File: config.mk
export PLATFORM = sky130hd
export DESIGN_NAME = gpio_mask_port
export DESIGN_NICKNAME = d
export VERILOG_FILES = /design/src/rtl/gpio_mask_pkg.sv /design/src/rtl/gpio_apb_decode.sv /design/src/rtl/gpio_in_sync.sv /design/src/rtl/gpio_port_regs.sv /design/src/rtl/gpio_mask_port.sv
export SDC_FILE = /design/constraint.sdc
export NUM_CORES = 1
export LEC_CHECK = 0
export BUFFER_PORTS_ARGS = -buffer_cell sky130_fd_sc_hd__buf_2
export CORE_ASPECT_RATIO = 1.2
export CORE_UTILIZATION = 40
export CTS_CLUSTER_SIZE = 25
export DETAILED_ROUTE_END_ITERATION = 10
export GPL_TIMING_DRIVEN = 1
export HOLD_SLACK_MARGIN = 0.1
export PLACE_DENSITY = 0.73
export SETUP_SLACK_MARGIN = 0.2
export SYNTH_ARGS = -nofsm -noshare
export SYNTH_HDL_FRONTEND = slang
export SYNTH_SLANG_ARGS = --single-unit
File: constraint.sdc
create_clock -name clk -period 2.8 [get_ports clk]
set_input_delay 0.56 -clock clk [delete_from_list [all_inputs] [get_ports clk]]
set_output_delay 0.56 -clock clk [all_outputs]
set_load 0.01 [all_outputs]
File: src/rtl/gpio_mask_pkg.sv
package gpio_mask_pkg;
  typedef enum logic [1:0] {
    ACC_NONE = 2'd0,
    ACC_DATA = 2'd1,
    ACC_DIR  = 2'd2
  } acc_kind_e;
endpackage

File: src/rtl/gpio_apb_decode.sv
module gpio_apb_decode
  import gpio_mask_pkg::*;
#(
  parameter int ADDR_W  = 12,
  parameter int PINS    = 8,
  parameter int DIR_OFS = 'h400
) (
  input  logic              psel,
  input  logic              penable,
  input  logic              pwrite,
  input  logic [ADDR_W-1:0] paddr,
  output acc_kind_e         kind,
  output logic [PINS-1:0]   mask,
  output logic              wr_stb,
  output logic              rd_setup
);
  localparam int MSK_LO = 2;
  localparam int MSK_HI = PINS + 1;
  localparam logic [ADDR_W-1:0] DIR_ADDR = ADDR_W'(DIR_OFS);

  logic in_data_window;
  logic is_dir;

  always_comb begin
    in_data_window = (paddr[ADDR_W-1:MSK_HI+1] == '0);
    is_dir         = (paddr[ADDR_W-1:2] == DIR_ADDR[ADDR_W-1:2]);
    mask           = paddr[MSK_HI:MSK_LO];
    if (in_data_window)  kind = ACC_DATA;
    else if (is_dir)     kind = ACC_DIR;
    else                 kind = ACC_NONE;
    wr_stb   = psel && penable && pwrite;
    rd_setup = psel && !penable && !pwrite;
  end
endmodule

File: src/rtl/gpio_in_sync.sv
module gpio_in_sync #(
  parameter int PINS   = 8,
  parameter int STAGES = 2
) (
  input  logic            clk,
  input  logic            rst,
  input  logic [PINS-1:0] d_async,
  output logic [PINS-1:0] q_sync
);
  logic [PINS-1:0] stage_q [STAGES];

  generate
    for (genvar s = 0; s < STAGES; s++) begin : g_stage
      if (s == 0) begin : g_first
        always_ff @(posedge clk) begin
          if (rst) stage_q[0] <= '0;
          else     stage_q[0] <= d_async;
        end
      end else begin : g_next
        always_ff @(posedge clk) begin
          if (rst) stage_q[s] <= '0;
          else     stage_q[s] <= stage_q[s-1];
        end
      end
    end
  endgenerate

  assign q_sync = stage_q[STAGES-1];
endmodule

File: src/rtl/gpio_port_regs.sv
module gpio_port_regs
  import gpio_mask_pkg::*;
#(
  parameter int PINS = 8
) (
  input  logic            clk,
  input  logic            rst,
  input  logic            wr_stb,
  input  acc_kind_e       kind,
  input  logic [PINS-1:0] mask,
  input  logic [PINS-1:0] wdata,
  output logic [PINS-1:0] dir_q,
  output logic [PINS-1:0] out_q
);
  always_ff @(posedge clk) begin
    if (rst) begin
      dir_q <= '0;
    end else if (wr_stb && kind == ACC_DIR) begin
      dir_q <= wdata;
    end
  end

  generate
    for (genvar b = 0; b < PINS; b++) begin : g_bit
      always_ff @(posedge clk) begin
        if (rst) begin
          out_q[b] <= 1'b0;
        end else if (wr_stb && kind == ACC_DATA && mask[b]) begin
          out_q[b] <= wdata[b];
        end
      end
    end
  endgenerate
endmodule

File: src/rtl/gpio_mask_port.sv
module gpio_mask_port
  import gpio_mask_pkg::*;
#(
  parameter int ADDR_W      = 12,
  parameter int DATA_W      = 32,
  parameter int PINS        = 8,
  parameter int SYNC_STAGES = 2,
  parameter int DIR_OFS     = 'h400
) (
  input  logic              clk,
  input  logic              rst,
  input  logic              psel,
  input  logic              penable,
  input  logic              pwrite,
  input  logic [ADDR_W-1:0] paddr,
  input  logic [DATA_W-1:0] pwdata,
  output logic [DATA_W-1:0] prdata,
  output logic              pready,
  input  logic [PINS-1:0]   pin_in,
  output logic [PINS-1:0]   pin_out,
  output logic [PINS-1:0]   pin_oe
);
  localparam int PAD_W = DATA_W - PINS;

  acc_kind_e       kind;
  logic [PINS-1:0] mask;
  logic            wr_stb;
  logic            rd_setup;
  logic [PINS-1:0] dir_q;
  logic [PINS-1:0] out_q;
  logic [PINS-1:0] in_s;
  logic [PINS-1:0] rd_val;

  gpio_apb_decode #(
    .ADDR_W (ADDR_W),
    .PINS   (PINS),
    .DIR_OFS(DIR_OFS)
  ) u_dec (
    .psel    (psel),
    .penable (penable),
    .pwrite  (pwrite),
    .paddr   (paddr),
    .kind    (kind),
    .mask    (mask),
    .wr_stb  (wr_stb),
    .rd_setup(rd_setup)
  );

  gpio_in_sync #(
    .PINS  (PINS),
    .STAGES(SYNC_STAGES)
  ) u_sync (
    .clk    (clk),
    .rst    (rst),
    .d_async(pin_in),
    .q_sync (in_s)
  );

  gpio_port_regs #(
    .PINS(PINS)
  ) u_regs (
    .clk   (clk),
    .rst   (rst),
    .wr_stb(wr_stb),
    .kind  (kind),
    .mask  (mask),
    .wdata (pwdata[PINS-1:0]),
    .dir_q (dir_q),
    .out_q (out_q)
  );

  // Read value selected per bit: latch for outputs, synchronised pad for inputs.
  always_comb begin
    unique case (kind)
      ACC_DATA: rd_val = ((dir_q & out_q) | (~dir_q & in_s)) & mask;
      ACC_DIR:  rd_val = dir_q;
      default:  rd_val = '0;
    endcase
  end

  // Read data is registered on the setup edge so it is stable through access.
  always_ff @(posedge clk) begin
    if (rst)           prdata <= '0;
    else if (rd_setup) prdata <= {{PAD_W{1'b0}}, rd_val};
  end

  assign pready  = 1'b1;
  assign pin_oe  = dir_q;
  assign pin_out = out_q;
endmodule

; Word-level counts from Yosys, hierarchy flattened
; Memories as Yosys holds them, arrays and structs flattened.
; Index checks and enable logic that the tools add are counted.
[word_totals]
regBits = 24
word_cells = 46
memories = 1
mem_bits_rw = 16
romBits = 0
input_bits = 57
latch_bits = 0
[op_classes]
eq_ne = 3
n_addsub = 0
bitwise = 7
shift = 0
order_cmp = 0
div_mod_pow = 0
reduce_logical = 17
mul = 0
mux = 8
[memory_table]
columns = name, words, word_bits, read_ports, rd_clocked_by_memory_dff, wr, line_no
row1 = u_sync.stage_q, 2, 8, 2, 0, 2, gpio_in_sync.sv:10  ; logic [PINS-1:0] stage_q [STAGES];
[ops]
columns = cell, n
row1 = $and 8x8->8, 3
row2 = $mux 8, 2
row3 = $pmux 8 s2, 1
row4 = $logic_and 1x1->1, 14
row5 = $eq 10x9->1 const B, 1
row6 = $not 8->8, 1
row7 = $or 8x8->8, 1
row8 = $mux 2, 2
row9 = $mux 1, 3
row10 = $eq 2x1->1 const B, 1
row11 = $eq 2x2->1 const B, 1
row12 = $logic_not 1->1, 2
row13 = $logic_not 2->1, 1
row14 = $or 1x1->1, 2

; Depth between registers and ports, before layout
; Gate-level depths: netlist (run 1).
[depth]
depth_word = 6
depth_mapped = 4
ltp_nobuf = 3

; Modules after synthesis
; Synthesis (run 1) repeated with hierarchy kept, for this count alone.
[unflattened]
cells_unflattened = 202
hier_area_um2 = 2031.9
[by_module_without_submodules]
columns = mod, area_each_um2, instances, cells_each, seq_area_each_um2
row1 = gpio_port_regs, 754.5, 1, 70, 320.3
row2 = gpio_mask_port, 698.2, 1, 84, 160.2
row3 = gpio_in_sync, 464.2, 1, 33, 320.3
row4 = gpio_apb_decode, 115.1, 1, 15, 0.0

; Worst setup path after synthesis (run 1)
; Ideal clock, no wire load.
[synth_path]
path_kind = input-to-reg
startpoint = input port pwrite
endpoint = register prdata[0]
path_stages = 4
arrival_time_ps = 1507
setup_slack_ps = 1159
setup_ps = 134
required_ps = 2666
path_cell_list = clkbuf_1 -> or4b_2 -> o22ai_1 -> a211oi_1
[synth_between]
elab_chain_cells = 2
[synth_rtl]
columns = item, line_no
row1 = from (decl), gpio_mask_port.sv:14  ; input logic pwrite,
row2 = $logic_not 1->1, gpio_apb_decode.sv:32  ; rd_setup = psel && !penable && !pwrite;
row3 = $logic_and 1x1->1, gpio_apb_decode.sv:32
row4 = to (signal assigned), gpio_mask_port.sv:84  ; else if (rd_setup) prdata <= {{PAD_W{1'b0}}, rd_val};
row5 = to (decl), gpio_mask_port.sv:17  ; output logic [DATA_W-1:0] prdata,
; Every way passes these cells.
; A chain may end at the register's enable or synchronous reset.

; Worst setup path after layout (run 1)
[layout_path]
startpoint = input port paddr[11]
endpoint = register prdata[4]
[layout_between]
elab_chain_cells = 5
[layout_rtl]
columns = item, line_no
row1 = from (decl), gpio_mask_port.sv:15  ; input logic [ADDR_W-1:0] paddr,
row2 = $eq 10x9->1, gpio_apb_decode.sv:26  ; is_dir = (paddr[ADDR_W-1:2] == DIR_ADDR[ADDR_W-1:2]);
row3 = $mux 2, gpio_apb_decode.sv:29  ; else if (is_dir) kind = ACC_DIR;
row4 = $mux 2 (*), gpio_apb_decode.sv:28  ; if (in_data_window) kind = ACC_DATA;
row5 = $eq 2x2->1 or $eq 2x1->1 (tied branches), gpio_mask_port.sv:74  ; unique case (kind)
row6 = $pmux 8 s2 (*), gpio_mask_port.sv:74
; Every way passes the cells marked *; elsewhere a longest branch is shown, timed or not.

==> results of run 1 <==
## cell usage in the layout (no fill, tap or decap), types with 8 or more instances in the layout
| cell type | netlist | routed |
|---|---|---|
| nand2b_1 | 32 | 32 |
| conb_1 | 2 | 25 |
| nor2b_1 | 16 | 16 |
| a211oi_1 | 8 | 8 |
| buf_2 | 0 | 54 |
| nand3_1 | 16 | 16 |
| dfxtp_1 | 40 | 40 |
| mux2i_1 | 16 | 16 |
| o22ai_1 | 8 | 8 |
## metal layers
layer,vias up,wire length (um),share of wire (%),track usage (%)
met4,0,99,2.4,8.723
met3,9,292,7.2,5.172
met2,64,1837,45,25.31
met5,-,0,0,0
met1,706,1811,45,20.91
li1,745,-,-,-
## cell families after synthesis
logic type | synth area share [%]
DFF | 40.43
buffers and inverters | 11.56
and+or+nand+nor | 32.91
muxes | 8.086
AOI/OAI and AO/OA | 6.633
other | 0.3792
## layout make-up
type	count	area [um2]	share of cell area, %
flip-flops and latches	40	800.8	35.03
multi-input cells	146	1037	45.37
well taps	58	72.57	3.175
repair buffers	55	277.8	12.15
clock inverters	2	15.01	0.6568
clock buffers	6	82.58	3.612
## worst paths after layout
check / slack, ns / to / cells after the start
worst max register to register: 1.43 / prdata[5]$_SDFFE_PP0P_ / 3
worst min register to register: 0.44 / u_sync.stage_q[1][7]$_SDFF_PP0_ / 1
worst max-delay path: 1.07 / prdata[4]$_SDFFE_PP0P_ / 5
worst min-delay path: 0.44 / u_sync.stage_q[1][7]$_SDFF_PP0_ / 1
## state kept, by name, summed over array words and instances (netlist names)
| register | count |
|---|---|
| prdata | 8 |
| u_regs.dir_q | 8 |
| u_sync.stage_q | 16 |
| u_regs.out_q | 8 |
## stage by stage
step,setup WS [ns],instances,hold slack (ns)
detailed placement,0.7592,299,0.4204
global route,0.9510,307,0.4593
global placement,0.8009,299,0.4226
finish,1.066,307,0.4398
CTS,1.064,307,0.4396
floorplan,1.159,221,0.4138
## power by group through the flow
stage / Sequential [mW] / Clock [mW] / Combinational [mW]
3_3_place_gp: 0.604 / 0 / 0.126
4_1_cts: 0.591 / 0.414 / 0.126
5_1_grt: 0.592 / 0.436 / 0.140
2_1_floorplan: 0.605 / 0 / 0.102
6_report: 0.591 / 0.401 / 0.126
3_5_place_dp: 0.604 / 0 / 0.126
## worst max-delay path: cells and delay by family
family                 cells  cell delay [ns]
buffers and inverters      2             0.44
AO/OA/AOI/OAI              1             0.21
AND/OR/NAND/NOR            2             0.72
==> qor.csv, run 1 <==
stage;metric;value;unit
synthesis;sequential share of the synthesized area;40.43;%
routing;Antenna Nets Post-Route;0;
routing;# DRC;0;
floorplanning;Vert. Die Dim;79.09;um
setup_path;Critical Path Start;paddr[11];
floorplanning;area of the core;4662;um2
clocking;hold buffer count at cts;0;
layout;Core Util, Final;49.03;%
timing;Final min period;1.734;ns
setup_path;WP data required;3.00;ns
setup_path;Crit Reg-Reg Startpoint;u_regs.dir_q[5]$_SDFFE_PP0P_;
timing;FMAX;576.7;MHz
pwr;Net Sw Frac;25.18;%
setup_path;Worst path slowest cell;nor2_1;
pwr;VDD IR-drop max;0.0003097;V
clocking;worst-skew pair later-pin latency;0.29;ns
synthesis;Synth Flop Type;dfxtp_1;
placement;IO Port Bufs;54;
flow_run;max cap viols;0;
clocking;H-tree depth;2;
routing;DR pass1 iterations;4;
placement;GP Congestion;0.7872;
layout;Layout area overhead;15.41;%
clocking;# clock sinks;40;
worst_hold_path;Hold Crit Class;register to register;
global_route;initial antenna violation count;0;
timing;relative slew slack;46.92;%
synthesis;yosys warns;0;
synthesis;most numerous cell in the Yosys netlist;dfxtp_1;
clocking;CTS tree;built;
setup_path;crit path max fanout;11;
pwr;sw power;0.2814;mW
layout;Filler cells;471;
timing;count of final hold-check violations;0;
floorplanning;io pins;106;
placement;dpl hpwl;2858;um
routing;First DRT Iteration DRCs;127;
global_route;largest net degree at the start of global routing;49;
timing;Max Slew Vio Count;0;
pwr;sequential share of power;52.8;%
clocking;CTS root buffer;clkbuf_8;
pwr;leakage power;1.047;nW
routing;vias after detailed routing;1524;
timing;Clock Skews;0.006376;ns
timing;Worst-Margin Slew;0.7933;ns
synthesis;Mapped Avg Cell Area;10.00;um2
clocking;Max Buffers Root-to-Sink;2;
timing;Final Cycle Share;61.93;%
routing;Via-to-Cell Ratio;4.964;
clocking;Post-CTS Setup Bufs;0;
routing;drt wl/cell;13.16;um
floorplanning;Initial Utilization;42.49;%
pwr;PD cells;488.9;nW/um2
floorplanning;FP Rows;27;
synthesis;top cells by area, synth;dfxtp_1, nand2b_1, buf_4;
clocking;total CTS buffers;5;
synthesis;number of flops mapped to enable cells by yosys;0;
layout;share of cells above drive strength 1;31.33;%
layout;# nets final;305;
synthesis;Post-Synthesis Cells;198;
clocking;Resized cells post-CTS;0;
timing;Fin Setup TNS;0;ns
global_route;vias in the first global route;1371;
layout;number of diodes;0;
global_route;gr ovfl total;0;
setup_path;crit-path cells;buf_2 -> nor2_1 -> buf_4 -> nand3_1 -> a211oi_1;
setup_path;crit path kind;input port to register;
global_route;first-pass GRT wire length;6423;um
timing;Final setup viols;0;
layout;fin area;2286;um2
pwr;clock power share;35.9;%
routing;DRT Wirelength;4041;um
synthesis;post-synth top area share;40.43;%
synthesis;post-synth cell types;22;
setup_path;WP data arrival;1.94;ns
timing;RSZ-0062 raised after global routing;false;
synthesis;Cell Area, Synth;1981;um2
clocking;Worst-path clk slew;0.08;ns
outcome;outcome;completed;
synthesis;Async SR Flop Fraction;0;%
synthesis;cell taking the most area after synthesis;dfxtp_1;
floorplanning;die area;5238;um2
placement;Cell Area, Placed;2188;um2
pwr;Pwr Total;1.118;mW
floorplanning;Die X;66.24;um
synthesis;top post-synthesis cells by count;dfxtp_1, nand2b_1, buf_4;
setup_path;crit-path max cell delay;0.64;ns
worst_hold_path;hold_sp;u_sync.stage_q[0][7]$_SDFF_PP0_;
pwr;combinational power share;11.3;%
global_route;total track usage;16.67;%
pwr;Int Power;0.8362;mW
setup_path;Startpoint Class;input port;
synthesis;Yosys reg bits;40;
setup_path;CP endpoint kind;register;
(Power assumes the default switching activity.)
==> run 2: changes to the inputs <==
- PLACE_DENSITY: 0.73 -> 0.75
- clock period: 2.8 -> 1.5 ns (I/O delays scaled with it)
==> run 2 against run 1 <==
Effect of this change: global-route usage is essentially flat; clock power grew 65%; count of clock-buffer cells in the layout is the same; worst setup slack lost 0.76 ns; first-iteration DRC count shrank 54%; non-clock buffer count grew 10; register-to-register slack lost 1.1 ns; wire length grew 3.8%; clock skew shrank 0.0019 ns; cell area grew 5.5%.
==> qor.csv, run 2 (same netlist as run 1, synthesis figures left out) <==
stage;metric;value;unit
layout;most common cell after layout, fill and taps aside;buf_2;
floorplanning;io pins;106;
global_route;vias in the first global route;1386;
routing;DRT Wirelength;4195;um
floorplanning;Initial Utilization;42.49;%
timing;Final min period;1.198;ns
clocking;CTS tree;built;
setup_path;WP data arrival;1.36;ns
setup_path;Startpoint Class;input port;
global_route;largest net degree at the start of global routing;49;
global_route;first-pass GRT wire length;6548;um
layout;Final Non-Filler Cells;316;
pwr;leakage power;1.129;nW
routing;# DRC;0;
layout;max reg flops;16;
setup_path;crit-path cells;buf_2 -> or3b_1 -> a31oi_4 -> a211oi_1;
timing;RSZ-0062 raised after global routing;false;
layout;share of cells above drive strength 1;37.21;%
placement;Cell Area, Placed;2250;um2
layout;most frequent cells in the layout;buf_2, dfxtp_1, nand2b_1, conb_1;
global_route;gr ovfl total;0;
routing;First DRT Iteration DRCs;58;
clocking;worst-skew pair later-pin latency;0.29;ns
timing;setup ws final;0.3016;ns
placement;IO Port Bufs;54;
timing;Final setup viols;0;
timing;count of final hold-check violations;0;
layout;Layout area overhead;21.79;%
timing;Clock Skews;0.004476;ns
setup_path;crit-path max cell delay;0.43;ns
outcome;outcome;completed;
layout;number of diodes;0;
routing;Antenna Nets Post-Route;0;
floorplanning;FP Rows;27;
global_route;total track usage;16.69;%
placement;dpl ws;0.01776;ns
routing;Via-to-Cell Ratio;5.009;
clocking;total CTS buffers;5;
flow_run;max cap viols;0;
setup_path;crit path kind;input port to register;
timing;Max Slew Vio Count;0;
layout;Top reg by flops;u_sync.stage_q;
floorplanning;Die X;66.24;um
placement;GP Congestion;0.7708;
layout;Core Util, Final;51.74;%
pwr;VDD IR-drop max;0.0006713;V
worst_hold_path;Hold Crit Class;input port to register;
setup_path;WP data required;1.66;ns
clocking;# clock sinks;40;
setup_path;CP endpoint kind;register;
routing;drt wl/cell;13.28;um
global_route;initial antenna violation count;0;
clocking;CTS root buffer;clkbuf_8;
setup_path;crit path max fanout;11;
pwr;PD cells;841.4;nW/um2
placement;placed cells;305;
routing;DR pass1 iterations;4;
clocking;Worst-path clk slew;0.07;ns
layout;fin area;2412;um2
setup_path;Worst path slowest cell;or3b_1;
timing;Final Cycle Share;79.89;%
timing;FMAX;834.5;MHz
floorplanning;Vert. Die Dim;79.09;um
floorplanning;die area;5238;um2
clocking;Max Buffers Root-to-Sink;2;
clocking;H-tree depth;2;
placement;dpl hpwl;2926;um
pwr;Pwr Total;2.030;mW
layout;Filler cells;452;
timing;Min Hold Slack;0.2181;ns
setup_path;CP bufs+invs;1;
routing;vias after detailed routing;1583;
floorplanning;area of the core;4662;um2
setup_path;Largest delay share family, worst path;compound AO/OA/AOI/OAI gates;
layout;# nets final;315;
timing;Fin Setup TNS;0;ns
[run 2: cell types whose count changed in the layout (fill, tap and decap cells not counted), sizes merged]
cell | previous run | this run
clkinvlp | 2 | 0
buf | 55 | 65
clkinv | 0 | 1
[run 2: power breakdown]
| group | internal (mW) | switching [mW] |
|---|---|---|
| logic | 0.117 | 0.147 |
| clock network | 0.316 | 0.345 |
| registers | 1.09 | 0.0114 |
| total | 1.53 | 0.504 |
[run 2: final cells by class]
| class | count | area (um2) | share of cell area, % |
|---|---|---|---|
| Multi-Input combinational cell | 146 | 1090 | 45.18 |
| Sequential cell | 40 | 807.0 | 33.45 |
| Timing Repair Buffer | 65 | 365.4 | 15.15 |
| Clock buffer | 6 | 72.57 | 3.008 |
| Tap cell | 58 | 72.57 | 3.008 |
| Clock inverter | 1 | 5.005 | 0.2075 |
[run 2: metal layers]
metal,wire [um],global-route usage [%],share of wire (%),vias up
li1,-,-,-,766
met1,1778,20.50,42,740
met2,2036,27.65,49,69
met3,316,4.167,7.5,8
met4,63,6.383,1.5,0
met5,0,0,0,-
[run 2: worst register-to-register path, stage by stage (launching register included)]
cell and delay, ns:
dfxtp_1 0.34, or4b_1 0.53, o22ai_1 0.12, a211oi_1 0.07
[run 2: path summary, 6_finish.rpt]
path,cells after the start,slack [ns],start,to
setup / recovery,4,0.30,pwrite,prdata[4]$_SDFFE_PP0P_
hold / removal,2,0.22,pin_in[4],u_sync.stage_q[0][4]$_SDFF_PP0_
setup reg to reg,3,0.31,u_regs.dir_q[4]$_SDFFE_PP0P_,prdata[4]$_SDFFE_PP0P_
hold reg to reg,1,0.44,u_sync.stage_q[0][5]$_SDFF_PP0_,u_sync.stage_q[1][5]$_SDFF_PP0_
[run 2: timing repair]
item / in CTS / in global routing
gates resized for setup: 10 / 5
buffers inserted: 3 / 1
setup endpoints to repair: 5 / 2
pin swaps: 2 / 1
hold buffers: 0 / 0
==> run 3: changes to the inputs <==
- clock period: 1.5 -> 1 ns (I/O delays scaled with it)
==> run 3 against run 2 <==
Effect of this change: the run now ends with negative setup slack left; clock skew rose by 0.0010 ns; wire length rose by 33%; sequential power rose by 51%; largest cell class unchanged; critical path depth fell by 1.
==> qor.csv, run 3 (same netlist as run 1, synthesis figures left out) <==
stage;metric;value;unit
setup_path;crit path max fanout;2;
outcome;outcome;finished with violations;
timing;Max Slew Vio Count;0;
routing;drt wl/cell;15.65;um
timing;Final setup viols;17;
floorplanning;Die X;66.24;um
setup_path;crit path kind;register to register;
clocking;Max Buffers Root-to-Sink;2;
floorplanning;Initial Utilization;42.49;%
timing;RSZ-0062 raised after global routing;true;
timing;Clock Skews;0.005514;ns
pwr;Pwr Total;3.565;mW
pwr;VDD IR-drop max;0.001105;V
floorplanning;Vert. Die Dim;79.09;um
floorplanning;FP Rows;27;
timing;setup ws final;-0.1183;ns
layout;number of diodes;0;
clocking;worst-skew pair later-pin latency;0.30;ns
global_route;largest net degree at the start of global routing;49;
clocking;CTS tree;built;
global_route;initial antenna violation count;0;
global_route;vias in the first global route;1769;
clocking;total CTS buffers;5;
clocking;hold buffer count at cts;0;
pwr;Net Sw Frac;24.69;%
clocking;# clock sinks;40;
clocking;CTS root buffer;clkbuf_8;
layout;# nets final;355;
pwr;sequential share of power;46.6;%
layout;most common cell after layout, fill and taps aside;buf_6;
pwr;PD cells;1111;nW/um2
layout;Layout area overhead;62.03;%
global_route;gr ovfl total;0;
global_route;first-pass GRT wire length;8597;um
layout;Filler cells;341;
timing;count of final hold-check violations;0;
pwr;leakage power;1.444;nW
outcome;violated checks;negative setup slack;
timing;Final Cycle Share;111.8;%
pwr;Int Power;2.685;mW
layout;fin area;3209;um2
setup_path;CP endpoint kind;register;
worst_hold_path;Hold Crit Class;input port to register;
setup_path;Startpoint Class;register;
timing;Final min period;1.118;ns
routing;Antenna Nets Post-Route;0;
setup_path;WP data required;1.17;ns
setup_path;WP data arrival;1.28;ns
floorplanning;die area;5238;um2
routing;DR pass1 iterations;4;
layout;max reg flops;16;
flow_run;max cap viols;0;
floorplanning;io pins;106;
routing;Via-to-Cell Ratio;5.011;
routing;vias after detailed routing;1789;
layout;Top reg by flops;u_sync.stage_q;
global_route;total track usage;22.32;%
pwr;clock power share;36.7;%
placement;dpl hpwl;3336;um
routing;# DRC;0;
routing;DRT Wirelength;5588;um
clocking;Worst-path clk slew;0.08;ns
placement;GP Congestion;0.8893;
clocking;H-tree depth;2;
routing;First DRT Iteration DRCs;64;
floorplanning;area of the core;4662;um2
placement;Cell Area, Placed;2486;um2
layout;share of cells above drive strength 1;58.53;%
timing;FMAX;894.2;MHz
pwr;combinational power share;16.7;%
layout;most frequent cells in the layout;buf_6, buf_4, nand2b_1, buf_2, conb_1;
pwr;sw power;0.8803;mW
placement;IO Port Bufs;54;
-- run 3: path summary, 6_finish.rpt --
check / startpoint / to / slack, ns / cells past startpoint
hold reg to reg: u_sync.stage_q[0][2]$_SDFF_PP0_ / u_sync.stage_q[1][2]$_SDFF_PP0_ / 0.44 / 1
hold / removal: pin_in[7] / u_sync.stage_q[0][7]$_SDFF_PP0_ / 0.10 / 2
setup / recovery: u_regs.dir_q[0]$_SDFFE_PP0P_ / prdata[0]$_SDFFE_PP0P_ / -0.12 / 3
setup reg to reg: u_regs.dir_q[0]$_SDFFE_PP0P_ / prdata[0]$_SDFFE_PP0P_ / -0.12 / 3
-- run 3: timing repair --
action                     in CTS  in global routing
pin swaps                      29                 14
cloned                          3                  0
setup endpoints to repair      48                 48
setup buffers                  17                  5
gates resized for setup        75                 21
-- run 3: metal layers --
metal	global-route usage, %	share of wire [%]
met5	0	0
met4	8.723	1.5
met3	4.310	4.7
met2	39.80	52
met1	25.67	42
-- run 3: final cells by class --
type,instances,area (um2),share of cell area [%]
Multi-Input combinational cell,146,1237,38.56
Timing Repair Buffer,105,958.4,29.86
Sequential cell,40,829.5,25.85
Tap cell,58,72.57,2.261
Clock buffer,5,68.82,2.144
Clock inverter,3,42.54,1.326
-- run 3: critical path, cell delays in order, from the launching register on --
cell	delay (ns)
dfxtp_2	0.34
or4b_4	0.48
o22ai_2	0.12
a211oi_1	0.06
-- run 3: power groups by stage --
stage               clock network (mW)  logic [mW]  registers, mW
detailed placement                   0       0.442           1.69
global placement                     0       0.437           1.69
floorplan                            0       0.325           1.69
global route                      1.40       0.631           1.67
finish                            1.31       0.594           1.66
CTS                               1.33       0.547           1.66
-- run 3: through the flow --
| stage | setup TNS [ns] | worst slack, ns | hold WS, ns | utilization, % | std cells |
|---|---|---|---|---|---|
| after CTS | -1.263 | -0.1245 | 0.1035 | 65.94 | 352 |
| final | -1.275 | -0.1183 | 0.1026 | 68.84 | 357 |
| after floorplan | -2.120 | -0.1733 | 0.3282 | - | 221 |
| after global placement | -6.308 | -0.3149 | 0.4069 | 53.33 | 324 |
| after global routing | -1.820 | -0.1622 | 0.1135 | 68.84 | 357 |
| after detailed placement | -6.985 | -0.3491 | 0.4116 | 53.33 | 324 |
